**src/rtl/ixd_pkg.sv**
```systemverilog
package ixd_pkg;

    localparam int WORD_W = 16;
    localparam int DISP_W = 32;
    localparam int REG_W  = 3;
    localparam int CNT_W  = 3;

    typedef enum logic [1:0] {
        BK_AREG = 2'd0,
        BK_PC   = 2'd1,
        BK_NONE = 2'd2
    } base_kind_e;

    typedef enum logic [1:0] {
        FM_REG_OFS  = 2'd0,
        FM_MEM_PRE  = 2'd1,
        FM_MEM_POST = 2'd2
    } form_e;

    typedef enum logic [1:0] {
        ST_IDLE = 2'd0,
        ST_EXT  = 2'd1,
        ST_BD   = 2'd2,
        ST_OD   = 2'd3
    } step_e;

    // Descriptor fields kept after the extension word is taken
    typedef struct packed {
        logic             idx_addr;
        logic [REG_W-1:0] idx_num;
        logic             idx_long;
        logic [1:0]       idx_scale;
        logic             base_sup;
        logic             idx_sup;
        logic [1:0]       bd_len;
        logic [1:0]       od_len;
        form_e            form;
    } ext_fields_t;

    // Displacement length code: 0x -> no word, 10 -> one, 11 -> two
    function automatic logic [1:0] disp_len(input logic [1:0] code);
        return code[1] ? (code[0] ? 2'd2 : 2'd1) : 2'd0;
    endfunction

    function automatic form_e form_of(input logic [2:0] sel);
        if (sel == 3'b000) return FM_REG_OFS;
        return sel[2] ? FM_MEM_POST : FM_MEM_PRE;
    endfunction

    function automatic logic [DISP_W-1:0] sext8(input logic [7:0] b);
        return {{(DISP_W-8){b[7]}}, b};
    endfunction

    function automatic logic [DISP_W-1:0] sext16(input logic [WORD_W-1:0] w);
        return {{(DISP_W-WORD_W){w[WORD_W-1]}}, w};
    endfunction

endpackage

```
**src/rtl/ixd_field_decode.sv**
```systemverilog
module ixd_field_decode
    import ixd_pkg::*;
(
    input  logic [WORD_W-1:0] ext,
    input  logic              legacy,
    output ext_fields_t       fields,
    output logic              brief,
    output logic [DISP_W-1:0] short_disp
);

    always_comb begin
        brief      = legacy || !ext[8];
        short_disp = sext8(ext[7:0]);

        fields.idx_addr  = ext[15];
        fields.idx_num   = ext[14:12];
        fields.idx_long  = ext[11];
        fields.idx_scale = legacy ? 2'd0 : ext[10:9];

        if (brief) begin
            fields.base_sup = 1'b0;
            fields.idx_sup  = 1'b0;
            fields.bd_len   = 2'd0;
            fields.od_len   = 2'd0;
            fields.form     = FM_REG_OFS;
        end else begin
            fields.base_sup = ext[7];
            fields.idx_sup  = ext[6];
            fields.bd_len   = disp_len(ext[5:4]);
            fields.od_len   = disp_len(ext[1:0]);
            fields.form     = form_of(ext[2:0]);
        end
    end

endmodule

```
**src/rtl/ixd_disp_slot.sv**
```systemverilog
module ixd_disp_slot
    import ixd_pkg::*;
(
    input  logic              clk,
    input  logic              rst,
    input  logic              clr,
    input  logic              load,
    input  logic [DISP_W-1:0] load_val,
    input  logic              take,
    input  logic              wide,
    input  logic              second,
    input  logic [WORD_W-1:0] word,
    output logic [DISP_W-1:0] val
);

    always_ff @(posedge clk) begin
        if (rst || clr) begin
            val <= '0;
        end else if (load) begin
            val <= load_val;
        end else if (take) begin
            if (!wide)
                val <= sext16(word);
            else if (!second)
                val[DISP_W-1:WORD_W] <= word;
            else
                val[WORD_W-1:0] <= word;
        end
    end

    // Second word of a two-word value fills only the low half
    p_wide_low_half_r4: assert property (@(posedge clk) disable iff (rst)
        (take && wide && second && !clr && !load)
            |=> (val[DISP_W-1:WORD_W] == $past(val[DISP_W-1:WORD_W])));

endmodule

```
**src/rtl/ixd_decoder.sv**
```systemverilog
module ixd_decoder
    import ixd_pkg::*;
(
    input  logic              clk,
    input  logic              rst,
    input  logic              start,
    input  logic              base_is_pc,
    input  logic [REG_W-1:0]  base_reg,
    input  logic              legacy,
    input  logic              word_valid,
    input  logic [WORD_W-1:0] word_in,
    output logic              done,
    output logic [1:0]        base_kind,
    output logic [REG_W-1:0]  base_num,
    output logic              idx_on,
    output logic              idx_is_addr,
    output logic [REG_W-1:0]  idx_num,
    output logic              idx_long,
    output logic [1:0]        idx_scale,
    output logic [DISP_W-1:0] base_disp,
    output logic [DISP_W-1:0] outer_disp,
    output logic [1:0]        form,
    output logic [CNT_W-1:0]  words_used
);

    localparam int NSLOT = 2;

    step_e             step;
    logic              leg_q, pc_q, phase, done_q;
    logic [REG_W-1:0]  breg_q;
    logic [CNT_W-1:0]  cnt;
    ext_fields_t       fields_q, f_now;
    logic              f_brief;
    logic [DISP_W-1:0] f_short;
    logic              start_acc, ext_take;
    logic [DISP_W-1:0] slot_val [NSLOT];
    logic [1:0]        slot_len [NSLOT];

    assign start_acc = start && (step == ST_IDLE);
    assign ext_take  = word_valid && (step == ST_EXT);
    assign slot_len[0] = fields_q.bd_len;
    assign slot_len[1] = fields_q.od_len;

    ixd_field_decode u_fields (
        .ext        (word_in),
        .legacy     (leg_q),
        .fields     (f_now),
        .brief      (f_brief),
        .short_disp (f_short)
    );

    // Slot 0 gathers the base displacement, slot 1 the outer one
    for (genvar g = 0; g < NSLOT; g++) begin : g_slot
        localparam step_e OWN_STEP = (g == 0) ? ST_BD : ST_OD;
        ixd_disp_slot u_slot (
            .clk      (clk),
            .rst      (rst),
            .clr      (start_acc),
            .load     ((g == 0) && ext_take && f_brief),
            .load_val (f_short),
            .take     (word_valid && (step == OWN_STEP)),
            .wide     (slot_len[g] == 2'd2),
            .second   (phase),
            .word     (word_in),
            .val      (slot_val[g])
        );
    end

    always_ff @(posedge clk) begin
        if (rst) begin
            step     <= ST_IDLE;
            leg_q    <= 1'b0;
            pc_q     <= 1'b0;
            breg_q   <= '0;
            fields_q <= '0;
            phase    <= 1'b0;
            cnt      <= '0;
            done_q   <= 1'b0;
        end else begin
            done_q <= 1'b0;
            unique case (step)
                ST_IDLE: if (start) begin
                    leg_q    <= legacy;
                    pc_q     <= base_is_pc;
                    breg_q   <= base_reg;
                    fields_q <= '0;
                    cnt      <= '0;
                    phase    <= 1'b0;
                    step     <= ST_EXT;
                end
                ST_EXT: if (word_valid) begin
                    fields_q <= f_now;
                    cnt      <= CNT_W'(1);
                    phase    <= 1'b0;
                    if (f_now.bd_len != 2'd0)      step <= ST_BD;
                    else if (f_now.od_len != 2'd0) step <= ST_OD;
                    else begin
                        step   <= ST_IDLE;
                        done_q <= 1'b1;
                    end
                end
                ST_BD: if (word_valid) begin
                    cnt <= cnt + CNT_W'(1);
                    if (phase || fields_q.bd_len == 2'd1) begin
                        phase <= 1'b0;
                        if (fields_q.od_len != 2'd0) step <= ST_OD;
                        else begin
                            step   <= ST_IDLE;
                            done_q <= 1'b1;
                        end
                    end else begin
                        phase <= 1'b1;
                    end
                end
                ST_OD: if (word_valid) begin
                    cnt <= cnt + CNT_W'(1);
                    if (phase || fields_q.od_len == 2'd1) begin
                        phase  <= 1'b0;
                        step   <= ST_IDLE;
                        done_q <= 1'b1;
                    end else begin
                        phase <= 1'b1;
                    end
                end
                default: step <= ST_IDLE;
            endcase
        end
    end

    assign done        = done_q;
    assign base_kind   = fields_q.base_sup ? BK_NONE : (pc_q ? BK_PC : BK_AREG);
    assign base_num    = breg_q;
    assign idx_on      = !fields_q.idx_sup;
    assign idx_is_addr = fields_q.idx_addr;
    assign idx_num     = fields_q.idx_num;
    assign idx_long    = fields_q.idx_long;
    assign idx_scale   = fields_q.idx_scale;
    assign base_disp   = slot_val[0];
    assign outer_disp  = slot_val[1];
    assign form        = fields_q.form;
    assign words_used  = cnt;

    p_done_pulse_r9: assert property (@(posedge clk) disable iff (rst)
        done |=> !done);

    p_words_range_r7: assert property (@(posedge clk) disable iff (rst)
        done |-> (words_used >= CNT_W'(1) && words_used <= CNT_W'(5)));

    p_legacy_short_r2: assert property (@(posedge clk) disable iff (rst)
        (done && leg_q) |-> (words_used == CNT_W'(1) && idx_scale == 2'd0
                             && form == FM_REG_OFS && outer_disp == '0));

    p_legacy_keeps_base_r3: assert property (@(posedge clk) disable iff (rst)
        (done && leg_q) |-> (base_kind != BK_NONE && idx_on));

    p_stall_r8: assert property (@(posedge clk) disable iff (rst)
        (step != ST_IDLE && !word_valid) |=> ($stable(words_used) && !done));

    p_idle_hold_r9: assert property (@(posedge clk) disable iff (rst)
        (step == ST_IDLE && !start) |=> ($stable(base_disp) && $stable(outer_disp)
                                         && $stable(words_used) && $stable(form)));

endmodule

```
**config.mk**
```make
export PLATFORM = sky130hd
export DESIGN_NAME = ixd_decoder
export DESIGN_NICKNAME = d
export VERILOG_FILES = /design/src/rtl/ixd_pkg.sv /design/src/rtl/ixd_field_decode.sv /design/src/rtl/ixd_disp_slot.sv /design/src/rtl/ixd_decoder.sv
export SDC_FILE = /design/constraint.sdc
export NUM_CORES = 1
export LEC_CHECK = 0
export BUFFER_PORTS_ARGS = -buffer_cell sky130_fd_sc_hd__buf_2
export CORE_MARGIN = 1
export CORE_UTILIZATION = 55
export CTS_CLUSTER_SIZE = 16
export DETAILED_ROUTE_END_ITERATION = 8
export GPL_TIMING_DRIVEN = 0
export PLACE_DENSITY = 0.84
export SLEW_MARGIN = 20
export SYNTH_ARGS = -nofsm -noshare
export SYNTH_HDL_FRONTEND = slang
export SYNTH_SLANG_ARGS = --single-unit
```
**constraint.sdc**
```tcl
create_clock -name clk -period 2.5 [get_ports clk]
set_clock_uncertainty 0.05 [all_clocks]
set_input_delay 0.125 -clock clk [delete_from_list [all_inputs] [get_ports clk]]
set_output_delay 0.125 -clock clk [all_outputs]
set_load 0.02 [all_outputs]
```
## Yosys cells after proc, flatten, opt, wreduce, memory -nomap -nowiden

Index checks and enable logic that the tools add are counted.

- Bits of input ports: 25
- Output and inout port bits: 83
- Word-level logic and storage cells: 119
- Register bits after elaboration: 91

- $add $sub $neg: 1
- Eq/ne operators: 18
- Muxes and demuxes: 52
- Reduce and logical (&&, ||, !) cells: 28

Operators with widths:

| operator | number |
|---|---|
| $mux 32 | 4 |
| $mux 2 | 18 |
| $mux 16 | 2 |
| $mux 15 | 2 |
| $pmux 15 s2 | 1 |
| $mux 1 | 17 |
| $ne 2x2->1 const B | 6 |
| $reduce_and 2->1 | 5 |
| $reduce_bool 2->1 | 5 |
| $mux 3 | 3 |
| $pmux 3 s3 | 1 |
| $eq 2x2->1 const B | 4 |
| $mux 8 | 1 |
| $pmux 2 s4 | 1 |
| $eq 2x1->1 const B | 3 |
| $ne 2x1->1 const B | 3 |
| $ne 3x2->1 const B | 2 |
| $reduce_and 3->1 | 2 |
| $reduce_and 6->1 | 1 |
| $logic_and 1x1->1 | 5 |
| $logic_or 1x1->1 | 4 |
| $pmux 1 s4 | 1 |
| $reduce_and 4->1 | 1 |
| $add 3x1->3 const B | 1 |
| other kinds (5) | 6 |

## Longest topological paths before layout

Gate-level depths: netlist of run 1.

- Depth after elaboration: 10
- Gate-level depth with buffers: 7
- Depth with buffers taken out: 5

## Hierarchy

From an unflattened synthesis of run 1, not the netlist that was laid out.

- Cells, all modules: 530
- Area, all modules: 5,004.8 um2

Modules (own cells, without submodules):

| module | cells an instance | area an instance (um2) | instances |
|---|---|---|---|
| ixd_disp_slot | 170 | 1,677.9 | 2 |
| ixd_decoder | 140 | 1,260.0 | 1 |
| ixd_field_decode | 50 | 389.1 | 1 |

## Worst setup path before layout of run 1

OpenSTA, ideal clock, no wires.

- Path kind: register to register
- Start: register fields_q[5] (netlist bit)
- End: register g_slot[0].u_slot.val[0]
- Clock period less this slack: 1.574 ns
- Stages on the path, launching flop included: 5
- Arrival time: 1.404 ns
- Path slack: 0.926 ns
- Data required time: 2.330 ns
- Cells stage by stage: dfxtp_1 > or3b_4 > a32oi_4 > mux2i_1 > nor2_2

- Longest elaborated chain between the ends: 4
- Elaborated cells between the ends (all ways): 6

Ends and longest elaborated chain:

| element | line | text |
|---|---|---|
| from (decl) | ixd_decoder.sv:32 | `ext_fields_t fields_q, f_now;` |
| from (signal assigned) | ixd_decoder.sv:92 | `fields_q <= f_now;` |
| $eq 2x2->1 * | ixd_decoder.sv:62 | `.wide (slot_len[g] == 2'd2),` |
| $mux 32 | ixd_disp_slot.sv:22 | `if (!wide)` |
| $mux 32 | ixd_disp_slot.sv:21 | `end else if (take) begin` |
| $mux 32 | ixd_disp_slot.sv:19 | `end else if (load) begin` |
| to (signal assigned) | ixd_disp_slot.sv:20 | `val <= load_val;` |
| to (signal assigned) | ixd_disp_slot.sv:23 | `val <= sext16(word);` |
| to (signal, indexed assignment) | ixd_disp_slot.sv:25 | `val[DISP_W-1:WORD_W] <= word;` |
| to (decl) | ixd_disp_slot.sv:13 | `output logic [DISP_W-1:0] val` |

Mark *: on every way between the ends. The rest lies on a longest branch, timed or not. The select of a mux whose other input is x is not followed.
A chain may end at the register's enable or synchronous reset.

## Final worst setup path of run 1

- Start: register step[0]
- End: register g_slot[0].u_slot.val[25]

- Longest elaborated chain between the ends: 5
- Elaborated cells between the ends (all ways): 12

Ends and longest elaborated chain:

| element | line | text |
|---|---|---|
| from (decl) | ixd_decoder.sv:28 | `step_e step;` |
| from (signal assigned) | ixd_decoder.sv:71 | `step <= ST_IDLE;` |
| from (signal assigned) | ixd_decoder.sv:89 | `step <= ST_EXT;` |
| from (signal assigned) | ixd_decoder.sv:95 | `if (f_now.bd_len != 2'd0) step <= ST_BD;` |
| $eq 2x1->1 | ixd_decoder.sv:40 | `assign ext_take = word_valid && (step == ST_EXT);` |
| $logic_and 1x1->1 | ixd_decoder.sv:40 |  |
| $logic_and 1x1->1 | ixd_decoder.sv:59 | `.load ((g == 0) && ext_take && f_brief),` |
| $ne 3x2->1 (no source line) / $reduce_bool 2->1 (equally long branches) | - |  |
| $reduce_and 2->1 (no source line) | - |  |
| to (signal assigned) | ixd_disp_slot.sv:23 |  |
| to (signal, indexed assignment) | ixd_disp_slot.sv:25 |  |
| to (signal, indexed assignment) | ixd_disp_slot.sv:27 | `val[WORD_W-1:0] <= word;` |

Several ways; a longest one is shown, not always the timed one.

==> impl_results.md, run 1 <==
- First-pass GRT wire length: 16,100 um
- Nets: 565
- Top FF cell, synth: dfxtp_1
- Non-Filler Instances: roughly 620
- Worst R2R End: g_slot[0].u_slot.val[25]$_SDFFE_PP0P_
- Most frequent cell after synthesis: dfxtp_1
- Initial antenna violation count: 0
- Slew @ Worst Pin: between 0.5 and 0.6 ns
- Die Wd: 84.3 um
- Pwr Density: 773 mW/mm^2
- Final Cycle Share: 76.0%
- Initial DRC Count: around 230
- Die Footprint: slightly above 0.007 mm^2
- CTS tree: yes
- Most instantiated cells after synthesis: 91 x dfxtp_1, 60 x a21oi_1, 51 x nand2_1, 34 x nor2_1, 25 x mux2i_1
- Synth Area in Compound Gates: between 20% and 30%
- H-tree levels: 3
- Die height: 84.3 um
- Max-cap violation count: 0
- Total global routing overflow: 0
- Rows: 29
- CP Launch Type: flip-flop
- Post-DP HPWL: roughly 7100 um
- Worst EP required: 2.75 ns
- Critical Path Source: step[0]$_SDFFE_PP0P_
- RSZ-0062 raised after global routing: false
- Root Driver: clkbuf_8
- Endpoint class of the critical path: flip-flop
- Largest net degree at the start of global routing: 17
- Post-synth cell types: 42
- Most frequent CP cell: buf_2
- Post-route DRC: 10
- Inserted Clock Buffers: 9
- Synth area leaders: dfxtp_1 49%, a21oi_1 8.1%, mux2i_1 6.7%, nand2_1 5.1%, a211oi_1 3.4%
- Share of the synthesized area in the top cell type: 49.0%
- CP cell instances: buf_2 -> nor3b_1 -> buf_2 -> nor2_1 -> clkbuf_1 -> o21ai_0 -> a21oi_1
- Min-delay worst type: input pin to flip-flop
- # IOs: 108
- Ys Warns: 0
- F_max: roughly 0.53 GHz
- Seq/Total Area, Yosys: 49.0%
- Clk_lat worst skew: about 0.36 ns
- Leading area contributor after synthesis: dfxtp_1
- # setup viols final: 0
- CP max stage delay: ~0.33 ns
- Detailed Routing Iterations Pass 1: 7
- Layout overhead on the synthesized area: 24.3%
- Post-Route WL: 10,100 um
- Crit Path Category: flip-flop to flip-flop
- Starting Density: 57.9%
- Setup TNS: 0 ns
- Fillers: between 400 and 500
- Routed len/inst: around 16 um
- Crit path DAT: 2.15 ns
- Slew Viols, Final: 0
- Ratio of cells with drive above 1 in the final layout: 29.6%
- Avg Inst Size Synth: roughly 8.9 um^2
- Post-synth EDFFs: 0
- Clk slew on worst S/H paths: 0.09 ns
- Post-CTS setup buffer count: 0
- Fin crit period: 1.90 ns
- Crit Path Max Fanout: 10
- Slowest-stage cell, CP: nor2_1
- Post-Synth Simple-Gate Area: 15.9%
- Clk sink count: 91
- Max clock buf depth: 2
- Worst vdd ir: 447 uV
- Mapped cell area: 0.00372 mm^2
- RR Startpoint: step[0]$_SDFFE_PP0P_
- Vias in the first global route: 3,288
- Leakage: 2.03 nW
- Total number of vias: between 3k and 4k
- Post-DRT Antenna Nets: 0
- Post-synthesis xor/xnor area fraction: 0.235%
- Fraction of registers with async set/reset: 0%
- Adder-cell share of the synthesized area: 0.336%
- Slew headroom: 65.2%
- Final Hold Vio Count: 0
- Worst R2R Path Depth: 7
- GRT Util Overall: 28.5%
- Final worst slack: 0.600 ns
- Number of diodes: 0
- Outcome: finished with violations
- Syn nets: 444
- Synth Register Bits: 91
- Mux cell area share after synthesis: between 6 and 7%
- Placer Congestion: roughly 0.86
- I/O Buffers: around 100
- Failing checks: DRC
- Main combinational cell family by area after synthesis: compound AO/OA/AOI/OAI gates
- Via-per-instance ratio: 5.64
- CP endpoint: g_slot[0].u_slot.val[25]$_SDFFE_PP0P_
- Synth Instances: between 400 and 500
- Dpl cells: 598
- DP Worst Slack: just under 0.7 ns
- Core box area: 0.00642 mm^2
- R2r setup slk: 0.60 ns
[stage by stage]
stage	power, W	area, um^2	hold WS, ns	util (%)
after CTS	0.00356	4630	0.000910	72.0
after floorplan	0.00220	3720	0.163	-
final	0.00358	4630	0.00268	72.0
after global routing	0.00370	4630	0.000227	72.0
after detailed placement	0.00245	4330	0.313	67.5
after global placement	0.00242	4330	0.300	67.5
[cell usage in the layout (no fill, tap or decap), types with 3 or more instances in the layout]
cell	Yosys	layout
buf_2	14	117
dfxtp_1	91	91
a21oi_1	60	60
nand2_1	51	51
nor2_1	34	34
mux2i_1	25	25
o21ai_0	22	22
clkbuf_1	16	17
a211oi_1	17	17
buf_4	10	10
a22o_1	9	9
clkbuf_8	0	9
nor2_2	8	8
dlygate4sd3_1	0	7
nor2b_1	6	6
inv_1	6	6
nand3_1	5	5
a32o_1	4	4
and2_1	3	3
a21o_1	3	3
or2_2	3	3
nand2b_1	3	3
nor3_1	3	3
o2bb2ai_1	3	3
[sequential cells by signal, indices dropped and copies added (netlist names)]
name,count
done,1
idx_is_addr,1
base_num,3
g_slot.u_slot.val,64
leg_q,1
idx_long,1
fields_q,6
phase,1
pc_q,1
words_used,3
form,2
idx_num,3
step,2
idx_scale,2
[layer usage]
metal  share of wire, %  track usage, %  vias up
li1                   -               -     1683
met1                 43            36.0     1663
met2                 48            48.0      143
met3                7.0            7.47       12
met4                1.2            8.31        0
met5                  0               0        -
[what timing repair did]
| item | in CTS | in global routing |
|---|---|---|
| resized for setup | 0 | 0 |
| hold buffers | 7 | 0 |
| endpoints found under the hold margin | 8 | 0 |
[worst max-delay path: cells and delay by family (launching register included)]
kind	cells	cell delay [ns]
buf+inv	3	0.72
simple gates	2	0.41
compound gates	2	0.34
flops	1	0.31
[how the worst min path moves through the flow]
stage | startpoint | to | slack [ns] | cells after the start
floorplan | word_in[0] | fields_q[2]$_SDFFE_PP0P_ | 0.16 | 1
global placement | legacy | leg_q$_SDFFE_PP0P_ | 0.30 | 3
detailed placement | legacy | leg_q$_SDFFE_PP0P_ | 0.31 | 3
CTS | word_in[4] | fields_q[4]$_SDFFE_PP0P_ | 0.0009 | 2
global route | word_in[4] | fields_q[4]$_SDFFE_PP0P_ | 0.0002 | 2
finish | word_in[13] | g_slot[0].u_slot.val[29]$_SDFFE_PP0P_ | 0.003 | 3
[where the power goes]
part / internal (W) / switching, W
Combinational: 0.000293 / 0.000537
Sequential: 0.00155 / 0.0000599
Clock: 0.000576 / 0.000557
[logic make-up after synthesis]
family          Yosys count
fa+ha+maj                 1
mux                      25
flops                    91
compound gates          128
xor+xnor                  1
simple gates            126
buf+inv                  46
[final cells by class]
class	count	area, um^2	area share, %
multi-input cells	281	1670	36.1
flip-flops and latches	91	1820	39.4
well taps	77	96.3	2.08
repair buffers	110	586	12.7
clock buffers	10	128	2.76
clock inverters	6	96.3	2.08
plain buffers	40	205	4.43
inverters	6	22.5	0.487
No activity file was read; power rests on OpenSTA's default activity.
==> run 2: changes to the inputs <==
--- a/config.mk
+++ b/config.mk
@@ -7,11 +7,11 @@
 export LEC_CHECK = 0
 export BUFFER_PORTS_ARGS = -buffer_cell sky130_fd_sc_hd__buf_2
 export CORE_MARGIN = 1
-export CORE_UTILIZATION = 55
+export CORE_UTILIZATION = 51
 export CTS_CLUSTER_SIZE = 16
 export DETAILED_ROUTE_END_ITERATION = 8
 export GPL_TIMING_DRIVEN = 0
-export PLACE_DENSITY = 0.84
+export PLACE_DENSITY = 0.79
 export SLEW_MARGIN = 20
 export SYNTH_ARGS = -nofsm -noshare
 export SYNTH_HDL_FRONTEND = slang
==> constraint.sdc (replaced) <==
create_clock -name clk -period 1.85 [get_ports clk]
set_clock_uncertainty 0.05 [all_clocks]
set_input_delay 0.0925 -clock clk [delete_from_list [all_inputs] [get_ports clk]]
set_output_delay 0.0925 -clock clk [all_outputs]
set_load 0.02 [all_outputs]
==> impl_results.md, run 2 (synthesized netlist as in run 1, its figures left out) <==
- Min Hold Slack: 0.00646 ns (was 0.00268 ns)
- Final worst slack: 0.0504 ns (was 0.600 ns)
- Ratio of cells with drive above 1 in the final layout: 30.9% (was 29.6%)
- Post-layout util: 69.5% (was 72.0%)
- Most frequent cells in the layout: 115 x buf_2, 91 x dfxtp_1, 60 x a21oi_1 (was 117 x buf_2, 91 x dfxtp_1, 60 x a21oi_1)
- Pwr Density: 1020 mW/mm^2 (was 773 mW/mm^2)
- Largest Register: g_slot.u_slot.val (unchanged)
- Layout overhead on the synthesized area: 29.1% (was 24.3%)
- Crit path DAT: 2.01 ns (was 2.15 ns)
- Crit Path Max Fanout: 8 (was 10)
- First-pass GRT wire length: 16,100 um (about the same)
- Clk_lat worst skew: 0.36 ns (about the same)
- Crit Path Category: flip-flop to flip-flop (unchanged)
- CP Launch Type: flip-flop (unchanged)
- Root Driver: clkbuf_8 (unchanged)
- Total number of vias: 3,541 (was 3,501)
- Slew @ Worst Pin: 0.497 ns (was 0.510 ns)
- Sw frac: 31.8% (was 32.2%)
- Leakage: 2.10 nW (was 2.03 nW)
- Rows: 30 (was 29)
- Nets: 575 (was 565)
- F_max: 0.556 GHz (was 0.526 GHz)
- Max-cap violation count: 0 (unchanged)
- Starting Density: 53.9% (was 57.9%)
- Clk sink count: 91 (unchanged)
- Post-Route WL: 10,200 um (was 10,100 um)
- Worst EP required: 2.06 ns (was 2.75 ns)
- Routed len/inst: 15.7 um (was 16.3 um)
- Inserted Clock Buffers: 9 (unchanged)
- Largest net degree at the start of global routing: 17 (unchanged)
- I/O Buffers: 103 (unchanged)
- Logic pwr share: 23.8% (was 23.2%)
- DP Worst Slack: -0.0106 ns (was 0.693 ns)
- Final Hold Vio Count: 0 (unchanged)
- Placer Congestion: 0.865 (was 0.862)
- Slew Viols, Final: 0 (unchanged)
- Largest regs: g_slot.u_slot.val (64), fields_q (6) (unchanged)
- Initial DRC Count: 259 (was 231)
- Max clock buf depth: 2 (unchanged)
- Core box area: 0.00691 mm^2 (was 0.00642 mm^2)
- Max reg flops: 64 (unchanged)
- Dpl cells: 617 (was 598)
- Total global routing overflow: 0 (unchanged)
- Worst vdd ir: 666 uV (was 447 uV)
- GRT Util Overall: 27.6% (was 28.5%)
- Number of diodes: 0 (unchanged)
- Via-per-instance ratio: 5.45 (was 5.64)
- Commonest non-fill, non-tap cell in the layout: buf_2 (unchanged)
- Post-route DRC: 0 (was 10)
- Post-CTS setup buffer count: 0 (unchanged)
- Die height: 87.4 um (was 84.3 um)
- CTS tree: yes (unchanged)
- Final Cycle Share: 97.3% (was 76.0%)
- Post-DRT Antenna Nets: 0 (unchanged)
- Slew headroom: 66.9% (was 65.2%)
- Sequential share of power: 44.5% (was 45.1%)
- RSZ-0062 raised after global routing: false (unchanged)
- Die Wd: 87.4 um (was 84.3 um)
- Endpoint class of the critical path: flip-flop (unchanged)
- # IOs: 108 (unchanged)
- Clock Power Share: 31.6% (was 31.7%)
- H-tree levels: 3 (unchanged)
- Outcome: complete, no violations (was finished with violations)
- Fin crit period: 1.80 ns (was 1.90 ns)
- Post-DP HPWL: 7050 um (was 7110 um)
- # setup viols final: 0 (unchanged)
- Vias in the first global route: 3,319 (was 3,288)
- Clk slew on worst S/H paths: 0.09 ns (about the same)
- Internal Power: 0.00333 W (was 0.00242 W)
- Die Footprint: 0.00764 mm^2 (was 0.00710 mm^2)
- Initial antenna violation count: 0 (unchanged)
- Area after DPL: 0.00436 mm^2 (was 0.00433 mm^2)
- Detailed Routing Iterations Pass 1: 5 (was 7)
- Post-route cell area: 0.00480 mm^2 (was 0.00463 mm^2)
- Non-Filler Instances: 650 (was 621)
- P_sw: 0.00155 W (was 0.00115 W)
- Min-delay worst type: input pin to flip-flop (unchanged)
run 2: cell count changes in the layout (fill, tap and decap cells not counted), moves of 2 or more:
cell           before  now
buf_2             117  115
clkbuf_1           17   11
clkbuf_2            0    5
dlygate4sd3_1       7   17
nor2_1             34   32
run 2: final timing paths:
path,cells after the start,slack (ns),to,from
worst max-delay path,5,0.05,g_slot[0].u_slot.val[2]$_SDFFE_PP0P_,step[1]$_SDFFE_PP0P_
worst min-delay path,3,0.006,g_slot[1].u_slot.val[15]$_SDFFE_PP0P_,word_in[15]
worst max register to register,5,0.05,g_slot[0].u_slot.val[2]$_SDFFE_PP0P_,step[1]$_SDFFE_PP0P_
worst min register to register,2,0.41,g_slot[1].u_slot.val[1]$_SDFFE_PP0P_,g_slot[1].u_slot.val[1]$_SDFFE_PP0P_
run 2: metal layers:
layer	track usage, %	share of wire [%]	vias up
li1	-	-	1705
met1	34.4	42	1660
met2	45.7	48	148
met3	6.73	6.8	28
met4	11.2	2.3	0
met5	0	0	-
run 2: what timing repair did:
item / 4_1_cts / 5_1_grt
cloned: 0 / 0
gates resized for setup: 3 / 17
pin swaps: 0 / 1
endpoints found under the setup margin: 16 / 40
hold buffers: 17 / 0
endpoints found under the hold margin: 32 / 0
run 2: final cells by class:
class	count	area, um^2
fill	573	2100
sequential	91	1820
multi-input combinational	281	1710
timing repair buffer	120	686
buffer	40	216
clock buffer	10	138
tap	96	120
clock inverter	6	93.8
inverter	6	22.5
run 2: stage by stage:
step | setup TNS [ns] | power (W)
floorplan | 0 | 0.00298
global placement | 0 | 0.00328
detailed placement | -0.0106 | 0.00331
CTS | 0 | 0.00485
global route | 0 | 0.00509
finish | 0 | 0.00489
run 2: worst max-delay path, stage by stage, from the launching register on:
cell and delay [ns]:
dfxtp_1 0.31, buf_2 0.18, and2b_2 0.28, a32oi_4 0.48, mux2i_1 0.33, nor2_2 0.05
run 2: power groups by stage:
| stage | Combinational, W | Clock, W | Sequential (W) |
|---|---|---|---|
| floorplan | 0.000626 | 0 | 0.00235 |
| global route | 0.00125 | 0.00164 | 0.00219 |
| detailed placement | 0.00109 | 0 | 0.00222 |
| CTS | 0.00113 | 0.00155 | 0.00218 |
| global placement | 0.00107 | 0 | 0.00221 |
| finish | 0.00117 | 0.00155 | 0.00218 |
==> run 3: changes to the inputs <==
--- a/config.mk
+++ b/config.mk
@@ -10,7 +10,6 @@
 export CORE_UTILIZATION = 51
 export CTS_CLUSTER_SIZE = 16
 export DETAILED_ROUTE_END_ITERATION = 8
-export GPL_TIMING_DRIVEN = 0
 export PLACE_DENSITY = 0.79
 export SLEW_MARGIN = 20
 export SYNTH_ARGS = -nofsm -noshare
==> impl_results.md, run 3 (synthesized netlist as in run 1, its figures left out) <==
- Post-DRT Antenna Nets: 0 (unchanged)
- Detailed Routing Iterations Pass 1: 4 (was 5)
- Inserted Clock Buffers: 9 (unchanged)
- CP cell instances: nor3b_1 -> buf_4 -> or2_2 -> buf_12 -> a211oi_1 (was buf_2 -> and2b_2 -> a32oi_4 -> mux2i_1 -> nor2_2)
- Top delay family on crit path: flip-flops (was compound AO/OA/AOI/OAI gates)
- Largest net degree at the start of global routing: 41 (was 17)
- Slew @ Worst Pin: 0.583 ns (was 0.497 ns)
- Total global routing overflow: 0 (unchanged)
- Slew headroom: 60.1% (was 66.9%)
- Slowest-stage cell, CP: dfxtp_1 (was a32oi_4)
- Max reg flops: 64 (unchanged)
- F_max: 0.584 GHz (was 0.556 GHz)
- Max clock buf depth: 2 (unchanged)
- CTS tree: yes (unchanged)
- Commonest non-fill, non-tap cell in the layout: buf_2 (unchanged)
- Total number of vias: 3,374 (was 3,541)
- Post-route DRC: 0 (unchanged)
- Hold path start: word_in[1] (was word_in[15])
- Initial antenna violation count: 0 (unchanged)
- Post-DP HPWL: 6380 um (was 7050 um)
- Initial DRC Count: 266 (was 259)
- Post-Route WL: 9660 um (was 10,200 um)
- Core box area: 0.00691 mm^2 (unchanged)
- Nets: 557 (was 575)
- First-pass GRT wire length: 15,000 um (was 16,100 um)
- Crit path DAT: 1.93 ns (was 2.01 ns)
- Placer Congestion: 0.841 (was 0.865)
- CP max stage delay: 0.53 ns (was 0.48 ns)
- Number of diodes: 0 (unchanged)
- Die height: 87.4 um (unchanged)
- GRT Util Overall: 25.8% (was 27.6%)
- H-tree levels: 3 (unchanged)
- RSZ-0062 raised after global routing: false (unchanged)
- Clk sink count: 91 (unchanged)
- Ratio of cells with drive above 1 in the final layout: 29.9% (was 30.9%)
- Leakage: 2.06 nW (was 2.10 nW)
- Register Area: 0.00182 mm^2 (unchanged)
- Setup TNS: 0 ns (unchanged)
- Post-route cell area: 0.00474 mm^2 (was 0.00480 mm^2)
- Die Footprint: 0.00764 mm^2 (unchanged)
- Worst EP required: 2.06 ns (about the same)
- Final Hold Vio Count: 0 (unchanged)
- # setup viols final: 0 (unchanged)
- Crit Path Category: flip-flop to flip-flop (unchanged)
- Critical Path Source: step[0]$_SDFFE_PP0P_ (was step[1]$_SDFFE_PP0P_)
- I/O Buffers: 107 (was 103)
- Layout overhead on the synthesized area: 27.5% (was 29.1%)
- Endpoint class of the critical path: flip-flop (unchanged)
- Via-per-instance ratio: 5.34 (was 5.45)
- Worst vdd ir: 623 uV (was 666 uV)
- Footprint of the multi-input gates: 0.00168 mm^2 (was 0.00171 mm^2)
- Root Driver: clkbuf_8 (unchanged)
- Largest regs: g_slot.u_slot.val (64), fields_q (6) (unchanged)
- Area after DPL: 0.00430 mm^2 (was 0.00436 mm^2)
- Clk_lat worst skew: 0.36 ns (about the same)
- Fin crit period: 1.71 ns (was 1.80 ns)
- Starting Density: 53.9% (unchanged)
- Pwr Density: 1000 mW/mm^2 (was 1020 mW/mm^2)
- CP Launch Type: flip-flop (unchanged)
- Routed len/inst: 15.3 um (was 15.7 um)
- Crit Path Max Fanout: 40 (was 8)
- Clk slew on worst S/H paths: 0.10 ns (was 0.09 ns)
- Most frequent cells in the layout: 107 x buf_2, 91 x dfxtp_1, 60 x a21oi_1 (was 115 x buf_2, 91 x dfxtp_1, 60 x a21oi_1)
- Vias in the first global route: 2,976 (was 3,319)
- Fillers: 552 (was 573)
- Final Cycle Share: 92.5% (was 97.3%)
- Outcome: complete, no violations (unchanged)
- Min-delay worst type: input pin to flip-flop (unchanged)
- Max-cap violation count: 0 (unchanged)
- Slew Viols, Final: 0 (unchanged)
- CP bufs+invs: 2 (was 1)
- RR Startpoint: step[0]$_SDFFE_PP0P_ (was step[1]$_SDFFE_PP0P_)
- Largest Register: g_slot.u_slot.val (unchanged)
- # IOs: 108 (unchanged)
- Die Wd: 87.4 um (unchanged)
- Rows: 30 (unchanged)
==> run 3: cell count changes in the layout (fill, tap and decap cells not counted), sizes merged <==
cell	delta
clkbuf	-18
buf	-4
dlygate4sd3	+3
clkinv	+2
bufinv	-1
clkinvlp	-1
inv	+1
==> run 3: worst paths after layout <==
check,end,slack [ns],cells after the start
hold reg to reg,g_slot[1].u_slot.val[1]$_SDFFE_PP0P_,0.41,2
setup / recovery,g_slot[1].u_slot.val[26]$_SDFFE_PP0P_,0.14,5
hold / removal,g_slot[1].u_slot.val[1]$_SDFFE_PP0P_,0.03,3
setup reg to reg,g_slot[1].u_slot.val[26]$_SDFFE_PP0P_,0.14,5
==> run 3: per-layer routing <==
| layer | global-route usage [%] | routed length [um] | vias up |
|---|---|---|---|
| li1 | - | - | 1675 |
| met2 | 41.2 | 4650 | 118 |
| met5 | 0 | 0 | - |
| met1 | 34.5 | 4250 | 1570 |
| met4 | 10.6 | 139 | 0 |
| met3 | 4.64 | 622 | 11 |
==> run 3: cell type report <==
cell class                 count  area share [%]
clock buffer                   9            2.61
inverter                       6           0.475
tap                           96            2.53
timing repair buffer         142            18.7
multi-input combinational    281            35.3
clock inverter                 7            1.95
sequential                    91            38.4
==> run 3: repair_timing <==
item                                    in CTS  in global routing
resized for setup                            1                  2
endpoints found under the hold margin       36                  1
hold buffers                                19                  1
pin swaps                                    0                  1
buffers inserted                             0                  1
endpoints found under the setup margin       6                 16
==> run 3: stage by stage <==
| step | hold WS, ns | util (%) | setup slack [ns] | instances | power [W] |
|---|---|---|---|---|---|
| floorplan | 0.130 | - | 0.276 | 418 | 0.00298 |
| global placement | 0.268 | 62.3 | 0.0580 | 595 | 0.00328 |
| detailed placement | 0.275 | 62.3 | -0.00464 | 595 | 0.00330 |
| CTS | 0.000917 | 68.2 | 0.0969 | 630 | 0.00474 |
| global route | 0.0208 | 68.7 | 0.0108 | 632 | 0.00495 |
| finish | 0.0273 | 68.7 | 0.139 | 632 | 0.00475 |
==> run 3: worst reg2reg max path, stage by stage (launching register included) <==
cell	delay (ns)
dfxtp_1	0.53
nor3b_1	0.13
buf_4	0.20
or2_2	0.31
buf_12	0.18
a211oi_1	0.22
==> run 3: where the power goes <==
group          switching (W)  internal (W)
Sequential          0.000105       0.00210
Combinational       0.000685      0.000437
Clock               0.000764      0.000659
